===== src/rtl/ttc_pkg.sv =====
package ttc_pkg;
    localparam int NCH     = 3;
    localparam int CH_W    = $clog2(NCH);
    localparam int NGRP    = 11;
    localparam int GRP_W   = 4;
    localparam int NMATCH  = 3;
    localparam int CNT_W   = 16;
    localparam int STS_W   = 6;
    localparam int CLKC_W  = 6;
    localparam int CTL_W   = 6;
    localparam int EVC_W   = 3;
    localparam int DATA_W  = 32;
    localparam int PSV_W   = 4;
    localparam int PC_W    = 2 ** PSV_W;

    // counter control bit positions
    localparam int CTL_OFF  = 0;
    localparam int CTL_ITV  = 1;
    localparam int CTL_DOWN = 2;
    localparam int CTL_MEN  = 3;
    localparam int CTL_CLR  = 4;
    localparam logic [CTL_W-1:0] CTL_RST = 6'h21;

    // status bit positions
    localparam int ST_ITV = 0;
    localparam int ST_M0  = 1;
    localparam int ST_OVF = 4;

    typedef enum logic [GRP_W-1:0] {
        G_CLK  = 4'd0,
        G_CTL  = 4'd1,
        G_CNT  = 4'd2,
        G_ITV  = 4'd3,
        G_M1   = 4'd4,
        G_M2   = 4'd5,
        G_M3   = 4'd6,
        G_STS  = 4'd7,
        G_IEN  = 4'd8,
        G_EVC  = 4'd9,
        G_EVN  = 4'd10,
        G_NONE = 4'd15
    } grp_e;

    typedef struct packed {
        logic [CNT_W-1:0] cnt;
        logic [PC_W-1:0]  pc;
    } chan_t;

    typedef struct packed {
        logic [NCH-1:0][CLKC_W-1:0]             clkc;
        logic [NCH-1:0][CTL_W-1:0]              ctl;
        logic [NCH-1:0][CNT_W-1:0]              itv;
        logic [NCH-1:0][NMATCH-1:0][CNT_W-1:0]  mt;
        logic [NCH-1:0][STS_W-1:0]              sts;
        logic [NCH-1:0][STS_W-1:0]              ien;
        logic [NCH-1:0][EVC_W-1:0]              evc;
        logic                                   rsp_v;
        logic [DATA_W-1:0]                      rsp_d;
    } regs_t;
endpackage


===== src/rtl/ttc_addr_dec.sv =====
module ttc_addr_dec
    import ttc_pkg::*;
#(
    parameter int ADDR_W = 8
) (
    input  logic [ADDR_W-1:0] addr_i,
    output grp_e              grp_o,
    output logic [CH_W-1:0]   ch_o
);
    int unsigned word;

    always_comb begin
        word  = 32'(addr_i[ADDR_W-1:2]);
        grp_o = G_NONE;
        ch_o  = '0;
        if (addr_i[1:0] == 2'b00 && word < NCH * NGRP) begin
            grp_o = grp_e'(GRP_W'(word / NCH));
            ch_o  = CH_W'(word % NCH);
        end
    end
endmodule


===== src/rtl/ttc_chan.sv =====
module ttc_chan
    import ttc_pkg::*;
(
    input  logic                           clk,
    input  logic                           rst_n,
    input  logic [PSV_W:0]                 clkc_i,
    input  logic [CTL_MEN:0]               ctl_i,
    input  logic [CNT_W-1:0]               itv_i,
    input  logic [NMATCH-1:0][CNT_W-1:0]   mt_i,
    input  logic                           clr_i,
    output logic [CNT_W-1:0]               cnt_o,
    output logic [STS_W-1:0]               evt_o
);
    chan_t            chan_q, chan_d;
    logic             step, wrap;
    logic [CNT_W-1:0] lim;
    logic [PC_W:0]    pc_top;

    always_comb begin
        chan_d = chan_q;
        evt_o  = '0;
        step   = 1'b0;
        wrap   = 1'b0;
        lim    = ctl_i[CTL_ITV] ? itv_i : '1;
        pc_top = ((PC_W+1)'(2) << clkc_i[PSV_W:1]) - (PC_W+1)'(1);
        if (clr_i) begin
            chan_d.cnt = '0;
            chan_d.pc  = '0;
        end else if (!ctl_i[CTL_OFF]) begin
            if (clkc_i[0]) begin
                if ({1'b0, chan_q.pc} == pc_top) begin
                    chan_d.pc = '0;
                    step      = 1'b1;
                end else begin
                    chan_d.pc = chan_q.pc + 1'b1;
                end
            end else begin
                chan_d.pc = '0;
                step      = 1'b1;
            end
            if (step) begin
                if (ctl_i[CTL_DOWN]) begin
                    if (chan_q.cnt == '0) begin
                        chan_d.cnt = lim;
                        wrap       = 1'b1;
                    end else begin
                        chan_d.cnt = chan_q.cnt - 1'b1;
                    end
                end else if (chan_q.cnt >= lim) begin
                    chan_d.cnt = '0;
                    wrap       = 1'b1;
                end else begin
                    chan_d.cnt = chan_q.cnt + 1'b1;
                end
                if (wrap) begin
                    if (ctl_i[CTL_ITV]) evt_o[ST_ITV] = 1'b1;
                    else                evt_o[ST_OVF] = 1'b1;
                end
                for (int i = 0; i < NMATCH; i++) begin
                    if (ctl_i[CTL_MEN] && chan_d.cnt == mt_i[i]) evt_o[ST_M0+i] = 1'b1;
                end
            end
        end
    end

    always_ff @(posedge clk) begin
        if (!rst_n) chan_q <= '0;
        else        chan_q <= chan_d;
    end

    assign cnt_o = chan_q.cnt;
endmodule


===== src/rtl/tri_timer_regs.sv =====
module tri_timer_regs
    import ttc_pkg::*;
#(
    parameter int ADDR_W = 8
) (
    input  logic              clk,
    input  logic              rst_n,
    input  logic              req_valid,
    input  logic              req_write,
    input  logic [ADDR_W-1:0] req_addr,
    input  logic [31:0]       req_wdata,
    output logic              rsp_valid,
    output logic [31:0]       rsp_data,
    output logic [NCH-1:0]    irq
);
    regs_t                        state_q, state_d;
    grp_e                         dec_grp;
    logic [CH_W-1:0]              dec_ch;
    logic [NCH-1:0][CNT_W-1:0]    cnt;
    logic [NCH-1:0][STS_W-1:0]    evt;
    logic [NCH-1:0]               cnt_clr;
    logic [DATA_W-1:0]            rdata;
    logic                         rd_req, wr_req;
    logic                         unused_wdata;

    assign rd_req       = req_valid && !req_write;
    assign wr_req       = req_valid && req_write;
    assign unused_wdata = ^req_wdata[31:CNT_W];

    ttc_addr_dec #(.ADDR_W(ADDR_W)) u_dec (
        .addr_i (req_addr),
        .grp_o  (dec_grp),
        .ch_o   (dec_ch)
    );

    for (genvar c = 0; c < NCH; c++) begin : g_ch
        ttc_chan u_chan (
            .clk    (clk),
            .rst_n  (rst_n),
            .clkc_i (state_q.clkc[c][PSV_W:0]),
            .ctl_i  (state_q.ctl[c][CTL_MEN:0]),
            .itv_i  (state_q.itv[c]),
            .mt_i   (state_q.mt[c]),
            .clr_i  (cnt_clr[c]),
            .cnt_o  (cnt[c]),
            .evt_o  (evt[c])
        );
        assign irq[c] = |(state_q.sts[c] & state_q.ien[c]);
    end

    // read data mux
    always_comb begin
        rdata = '0;
        case (dec_grp)
            G_CLK: rdata = DATA_W'(state_q.clkc[dec_ch]);
            G_CTL: rdata = DATA_W'(state_q.ctl[dec_ch]);
            G_CNT: rdata = DATA_W'(cnt[dec_ch]);
            G_ITV: rdata = DATA_W'(state_q.itv[dec_ch]);
            G_M1:  rdata = DATA_W'(state_q.mt[dec_ch][0]);
            G_M2:  rdata = DATA_W'(state_q.mt[dec_ch][1]);
            G_M3:  rdata = DATA_W'(state_q.mt[dec_ch][2]);
            G_STS: rdata = DATA_W'(state_q.sts[dec_ch]);
            G_IEN: rdata = DATA_W'(state_q.ien[dec_ch]);
            G_EVC: rdata = DATA_W'(state_q.evc[dec_ch]);
            default: rdata = '0;
        endcase
    end

    // next-state logic
    always_comb begin
        logic [STS_W-1:0] clr_mask;
        state_d       = state_q;
        cnt_clr       = '0;
        state_d.rsp_v = rd_req;
        state_d.rsp_d = rd_req ? rdata : '0;

        for (int c = 0; c < NCH; c++) begin
            clr_mask = '0;
            if (req_valid && dec_grp == G_STS && dec_ch == CH_W'(c)) begin
                clr_mask = req_write ? req_wdata[STS_W-1:0] : '1;
            end
            state_d.sts[c] = (state_q.sts[c] & ~clr_mask) | evt[c];
        end

        if (wr_req) begin
            case (dec_grp)
                G_CLK: state_d.clkc[dec_ch] = req_wdata[CLKC_W-1:0];
                G_CTL: begin
                    state_d.ctl[dec_ch]          = req_wdata[CTL_W-1:0];
                    state_d.ctl[dec_ch][CTL_CLR] = 1'b0;
                    cnt_clr[dec_ch]              = req_wdata[CTL_CLR];
                end
                G_ITV: state_d.itv[dec_ch]   = req_wdata[CNT_W-1:0];
                G_M1:  state_d.mt[dec_ch][0] = req_wdata[CNT_W-1:0];
                G_M2:  state_d.mt[dec_ch][1] = req_wdata[CNT_W-1:0];
                G_M3:  state_d.mt[dec_ch][2] = req_wdata[CNT_W-1:0];
                G_IEN: state_d.ien[dec_ch]   = req_wdata[STS_W-1:0];
                G_EVC: state_d.evc[dec_ch]   = req_wdata[EVC_W-1:0];
                default: ;
            endcase
        end
    end

    always_ff @(posedge clk) begin
        if (!rst_n) begin
            state_q <= '0;
            for (int c = 0; c < NCH; c++) state_q.ctl[c] <= CTL_RST;
        end else begin
            state_q <= state_d;
        end
    end

    assign rsp_valid = state_q.rsp_v;
    assign rsp_data  = state_q.rsp_d;
endmodule


===== config.mk =====
export PLATFORM = sky130hd
export DESIGN_NAME = tri_timer_regs
export DESIGN_NICKNAME = d
export VERILOG_FILES = /design/src/rtl/ttc_pkg.sv /design/src/rtl/ttc_addr_dec.sv /design/src/rtl/ttc_chan.sv /design/src/rtl/tri_timer_regs.sv
export SDC_FILE = /design/constraint.sdc
export NUM_CORES = 1
export LEC_CHECK = 0
export ABC_AREA = 1
export BUFFER_PORTS_ARGS = -buffer_cell sky130_fd_sc_hd__buf_2
export CAP_MARGIN = 30
export CORE_UTILIZATION = 30
export DETAILED_ROUTE_END_ITERATION = 6
export GPL_TIMING_DRIVEN = 0
export PLACE_DENSITY_LB_ADDON = 0.1
export SYNTH_ARGS = -nofsm -noshare
export SYNTH_HDL_FRONTEND = slang
export SYNTH_SLANG_ARGS = --single-unit

===== constraint.sdc =====
create_clock -name clk -period 5.6 [get_ports clk]
set_input_delay 1.12 -clock clk [delete_from_list [all_inputs] [get_ports clk]]
set_output_delay 1.12 -clock clk [all_outputs]
set_load 0.005 [all_outputs]

# Word-level counts from Yosys, hierarchy flattened
# Cells that the tools add are included.
classes:
  addsub: 12
  n_div: 2
  magnitude_cmp: 6
  eq_ne: 23
  shift: 3
  muxes: 137
  n_bitwise: 19
  reduce_logical: 41
ops:
  columns: ["cell", "n"]
  rows:
  - ["16-bit 2-to-1 mux", 31]
  - ["144-bit bitwise mux", 3]
  - ["144-bit case mux with 3 select lines", 1]
  - ["48-bit demux with 2-bit select", 3]
  - ["16-bit case mux with 10 select lines", 1]
  - ["16-bit equality test", 9]
  - ["16-bit by 1-bit adder with 16-bit output (second input constant)", 6]
  - ["48-bit binary-select mux with 2-bit select", 1]
  - ["48-bit 2-to-1 mux", 2]
  - ["16-bit binary-select mux with 2-bit select", 2]
  - ["18-bit bitwise mux", 3]
  - ["6-bit 2-to-1 mux", 9]
  - ["1-bit 2-to-1 mux", 52]
  - ["16-bit by 17-bit equality test with 1-bit output", 3]
  - ["2-bit by 4-bit << shifter with 17-bit output (first input constant)", 3]
  - ["17-bit by 2-bit subtractor with 17-bit output (second input constant)", 3]
  - ["5-bit 2-to-1 mux", 10]
  - ["6-bit binary-select mux with 2-bit select", 4]
  - ["48-bit bitwise mux", 1]
  - ["16-bit greater-or-equal comparator", 3]
  - ["16-bit zero test", 3]
  - ["16-bit by 1-bit subtractor with 16-bit output (second input constant)", 3]
  - ["6-bit bitwise AND", 6]
  - ["16-bit demux with 2-bit select", 1]
  - ["34 further kinds", 80]
word_totals:
  register_bits: 402

# Longest topological paths before layout
logic_depth:
  depth_word: 21
  mapped_depth: 37
  depth_no_buf: 35

# Hierarchy
# Synthesis repeated with hierarchy kept, for this count alone.
hier_totals:
  hier_cells: 4536
  area_unflattened_um2: 28317.2
modules_own_cells:
  columns: ["mod", "n_inst", "cells_per_inst", "area_each_um2"]
  rows:
  - ["ttc_chan", 3, 852, 4835.9]
  - ["tri_timer_regs", 1, 1897, 13340.3]
  - ["ttc_addr_dec", 1, 83, 469.2]

# Least setup slack after synthesis
# OpenSTA, ideal clock, no wires.
synth_timing:
  kind: "input port to flip-flop"
  startpoint: "in req_addr[6]"
  endpoint: "reg state_q, in the netlist rsp_data[12]"
  setup_ps: 111
  t_arrival_ps: 4886
  required_ps: 5489
  slack_ps: 603
  stages: 35
  path_buffers: 3
  path_cell_list: "clkbuf_1 > ha_1 > inv_1 > nand2_1 > nand2_1 > nand3_2 > nand2_1 > nand3_1 > nand3_2 > nand2_1 > nand2_1 > inv_1 > ha_1 > or2_2 > nor2_4 > nand2_1 > nand2_1 > inv_1 > ha_1 > nor2_1 > nand2_1 > a21oi_2 > nand4_4 > nand2_2 > nand2_1 > nor2_4 > nand2_2 > buf_6 > buf_4 > o21ai_1 > nor2_1 > nor2_1 > nand3_1 > nand2_1 > inv_1"
synth_between:
  elab_chain_len: 6
  elab_cells_between_ends: 23
  classes_between: "2 x div; 1 x order compare; 9 x eq/ne; 9 x mux; 2 x reduce/logical"
synth_lines:
  columns: ["element", "line_no", "source"]
  rows:
  - ["from (decl)", "tri_timer_regs.sv:10", "input logic [ADDR_W-1:0] req_addr,"]
  - ["branches (longest 5 deep; another with 6-bit by 2-bit remainder unit with 32-bit output)", null, null]
  - ["16-bit case mux with 10 select lines *", "tri_timer_regs.sv:54", "case (dec_grp)"]
  - ["to (signal assigned)", "tri_timer_regs.sv:109", "state_q <= state_d;"]
  - ["to (decl)", "tri_timer_regs.sv:16", "regs_t state_q, state_d;"]
# Every way passes the cells marked *. The select of a mux whose other input is x is not followed.
# A chain may end at the register's enable or synchronous reset.

# Worst setup path after layout
layout_timing:
  startpoint: "in req_addr[6]"
  endpoint: "reg state_q[62] (netlist bit)"
layout_between:
  elab_chain_len: 12
  elab_cells_between_ends: 24
  classes_between: "2 x div; 3 x order compare; 2 x eq/ne; 8 x mux; 4 x bitwise; 5 x reduce/logical"
layout_lines:
  columns: ["element", "line_no", "source"]
  rows:
  - ["branches (longest 11 deep; another with 6-bit by 2-bit remainder unit with 32-bit output)", null, null]
  - ["6-bit by 5-bit OR with 6-bit output *", "tri_timer_regs.sv:82", "state_d.sts[c] = (state_q.sts[c] & ~clr_mask) | evt[c];"]
# Every way passes the cells marked *.

==> impl_results.md <==
- Max Root-Sink Buffers: 3
- Fmax: 186 MHz
- Largest net degree at the start of global routing: 13
- Worst Clk Skew: 0.0214 ns
- Critical path required time: between 6 and 7 ns
- WL per Instance: roughly 27 um
- Kind of start point of the critical path: primary input
- Arrival time at the worst endpoint: 5.81 ns
- Crit path top cell by count: nand2_1
- CTS clk-pin slew, worst paths: 0.06 ns
- Fin crit period: between 5 and 6 ns
- Fill cell count: ~9,000
- Hold path start: state_q[280]
- DR top layer: met5
- Leakage: 11.8 nW
- Flops & latches, synth: roughly 390
- DR WL met2: 61,000 um
- Slowest CP cell: o211ai_1
- Share of layout cells above drive strength 1: 0.105
- Synth area leader: dfxtp_1
- Final setup viols: 0
- CTS tree: done
- Total Wirelength: approximately 140,000 um
- Initial antenna violation count: 7
- Final Cycle Share: 0.961
- Yosys warns: 0
- Die ar.: ~85,000 sq um
- Post-synthesis sequential area ratio: 0.306
- Max-cap violations: 0
- DIE WIDTH: just under 300 um
- Yosys cell types: 60
- Critical Path End Type: register
- Fin util: 0.350
- Count of final hold-check violations: 0
- Met3 wire length: 9590 um
- Synth area leaders: dfxtp_1 31%, nand2_1 11%, a21oi_1 6.8%
- First-pass GRT wire length: 197,000 um
- Number of global-route vias before repair: approximately 26,000
- Fin Hold WS: 0.464 ns
- Num Clock Sinks: 386
- Largest stage delay, worst path: between 0.5 and 0.6 ns
- Vias: 28,373
- Top cell type's share of synthesized area: 0.306
- Pre-Repair DR Iteration Count: 5
- Overall power: approximately 6.7 mW
- I/O Pins: 80
- Reg2Reg Setup Slack: 0.68 ns
- Syn avg cell area: 6.59 sq um
- Pwr dens: roughly 230 nW/um^2
- Post-route cell area: slightly below 30,000 sq um
- Tightest Pin Transition: ~1.1 ns
- Crit path max fanout: 10
- Hold_buf cts: 0
- Detailed Route Iter0 Violations: between 3,000 and 4,000
- Cell row count: around 110
- Initial Util: 0.303
- PortBufs: 43
- Synth-to-Final Area Change: 15.8%
- DP Area: 27,000 sq um
- H-Tree Level Count: 2
- DR vias/cell: roughly 5.6
- Cells after synthesis: 3,832
- Final Slew Violations: 0
- Kind of critical path: in2reg
- Die Y: 292 um
- Post-route ant nets: 0
- Final Wtd Congestion: 1.03
- Slew HR: 0.284
- Grt ovf: 0
- Maximum vdd drop: 0.202 mV
- Reg2reg start: state_q[271]
- # diodes: 0
- Most common cell after layout, fill and taps aside: nand2_1
- Hold WC Path Type: reg2reg
- Most used cells in the layout excluding fill and tap cells: 763 x nand2_1, 437 x nor2_1, 386 x dfxtp_1, 340 x a21oi_1, 310 x inv_1
- Worst-Skew Late Latency: 0.62 ns
- Status: complete, no violations
- Core area: 83,400 sq um
- DRC: 0
- GR Util All Layers: 0.321
- WL met1: 61,400 um
- Root buffer cell: clkbuf_16
- Syn Std Cell Area: 25,200 sq um
- HPWL after DPL: 110,000 um
- # nets final: 4,079
- Num CTS Buffers: 48
- Crit path launch: req_addr[6]
[per-layer routing]
layer | up-vias | GRT usage
met5 | - | 0
met4 | 4 | 0.154
met3 | 287 | 0.0381
met2 | 1232 | 0.502
met1 | 13700 | 0.436
li1 | 13150 | -
[cell type report]
cell class,count,area (sq um),area share
repair buffers,74,561,0.0192
clock buffers,68,1390,0.0475
clock inverters,18,253,0.00865
inverters,333,1250,0.0428
flip-flops and latches,386,7730,0.264
plain buffers,240,1300,0.0443
well taps,1080,1350,0.0462
multi-input cells,2886,15400,0.527
[final timing paths]
check	endpoint	depth (start not counted)
min reg2reg	state_q[280]	2
max	state_q[62]	33
max reg2reg	state_q[63]	19
min	state_q[280]	2
[metrics by stage]
step                      TNS (ns)  setup WS [ns]  cells
after detailed placement   -234.66          -1.31   4980
after global routing       -0.0458        -0.0197   5085
after CTS                   -0.139        -0.0832   5076
final                            0          0.221   5085
after global placement     -272.10          -1.67   4970
after floorplan                  0          0.603   3847
[state kept, by name, indices dropped and copies added (netlist names)]
register,flops
g_ch.u_chan.chan_q,48
state_q,273
g_ch.u_chan.cnt_o,48
rsp_data,16
rsp_valid,1
[repair_timing]
action / CTS / global route
gates resized for setup: 47 / 108
endpoints found under the setup margin: 170 / 344
buffers inserted: 10 / 10
gates cloned: 0 / 1
pin swaps: 8 / 12
[where the power goes]
| part | switching (mW) | internal, mW | total (mW) |
|---|---|---|---|
| registers | 0.00218 | 2.75 | 2.75 |
| logic | 0.449 | 0.127 | 0.576 |
| clock network | 1.39 | 1.99 | 3.38 |
| total | 1.84 | 4.87 | 6.71 |
[synth_stat cells, drive strengths merged]
cell and count:
and3 5, o22ai 21, o32ai 1, a21boi 1
o21a 2, o2111ai 9, or3 3, nand4 49
o211ai 116, clkinv 10, a22o 4, a32oi 3
nand3b 6, a31oi 11, nor4 20, inv 323
a32o 1, a221oi 6, or2 22, xnor2 54
or4 1, o31ai 12, a21oi 345, a211oi 95
ha 66, o21ai 325, a211o 1, nand2 787
xor2 124, o211a 1, a22oi 3, nor3 77
nand3 228, buf 117, o311a 1, o2bb2ai 1
dfxtp 386, a41oi 1, clkbuf 126, o311ai 1
conb 1, nor2 466
[worst max-delay path, delay by kind of cell]
family,cells,cell delay (ns)
fa+ha+maj,3,0.66
compound gates,3,1.01
buf+inv,8,0.80
simple gates,19,2.18
[cells by family after synthesis]
logic type,share of synthesized area
buf+inv,0.0963
flops,0.306
other cells,0.000149
simple gates,0.282
fa+ha+maj,0.0327
xor+xnor,0.0618
compound gates,0.221
No activity file was read; power rests on OpenSTA's default activity.
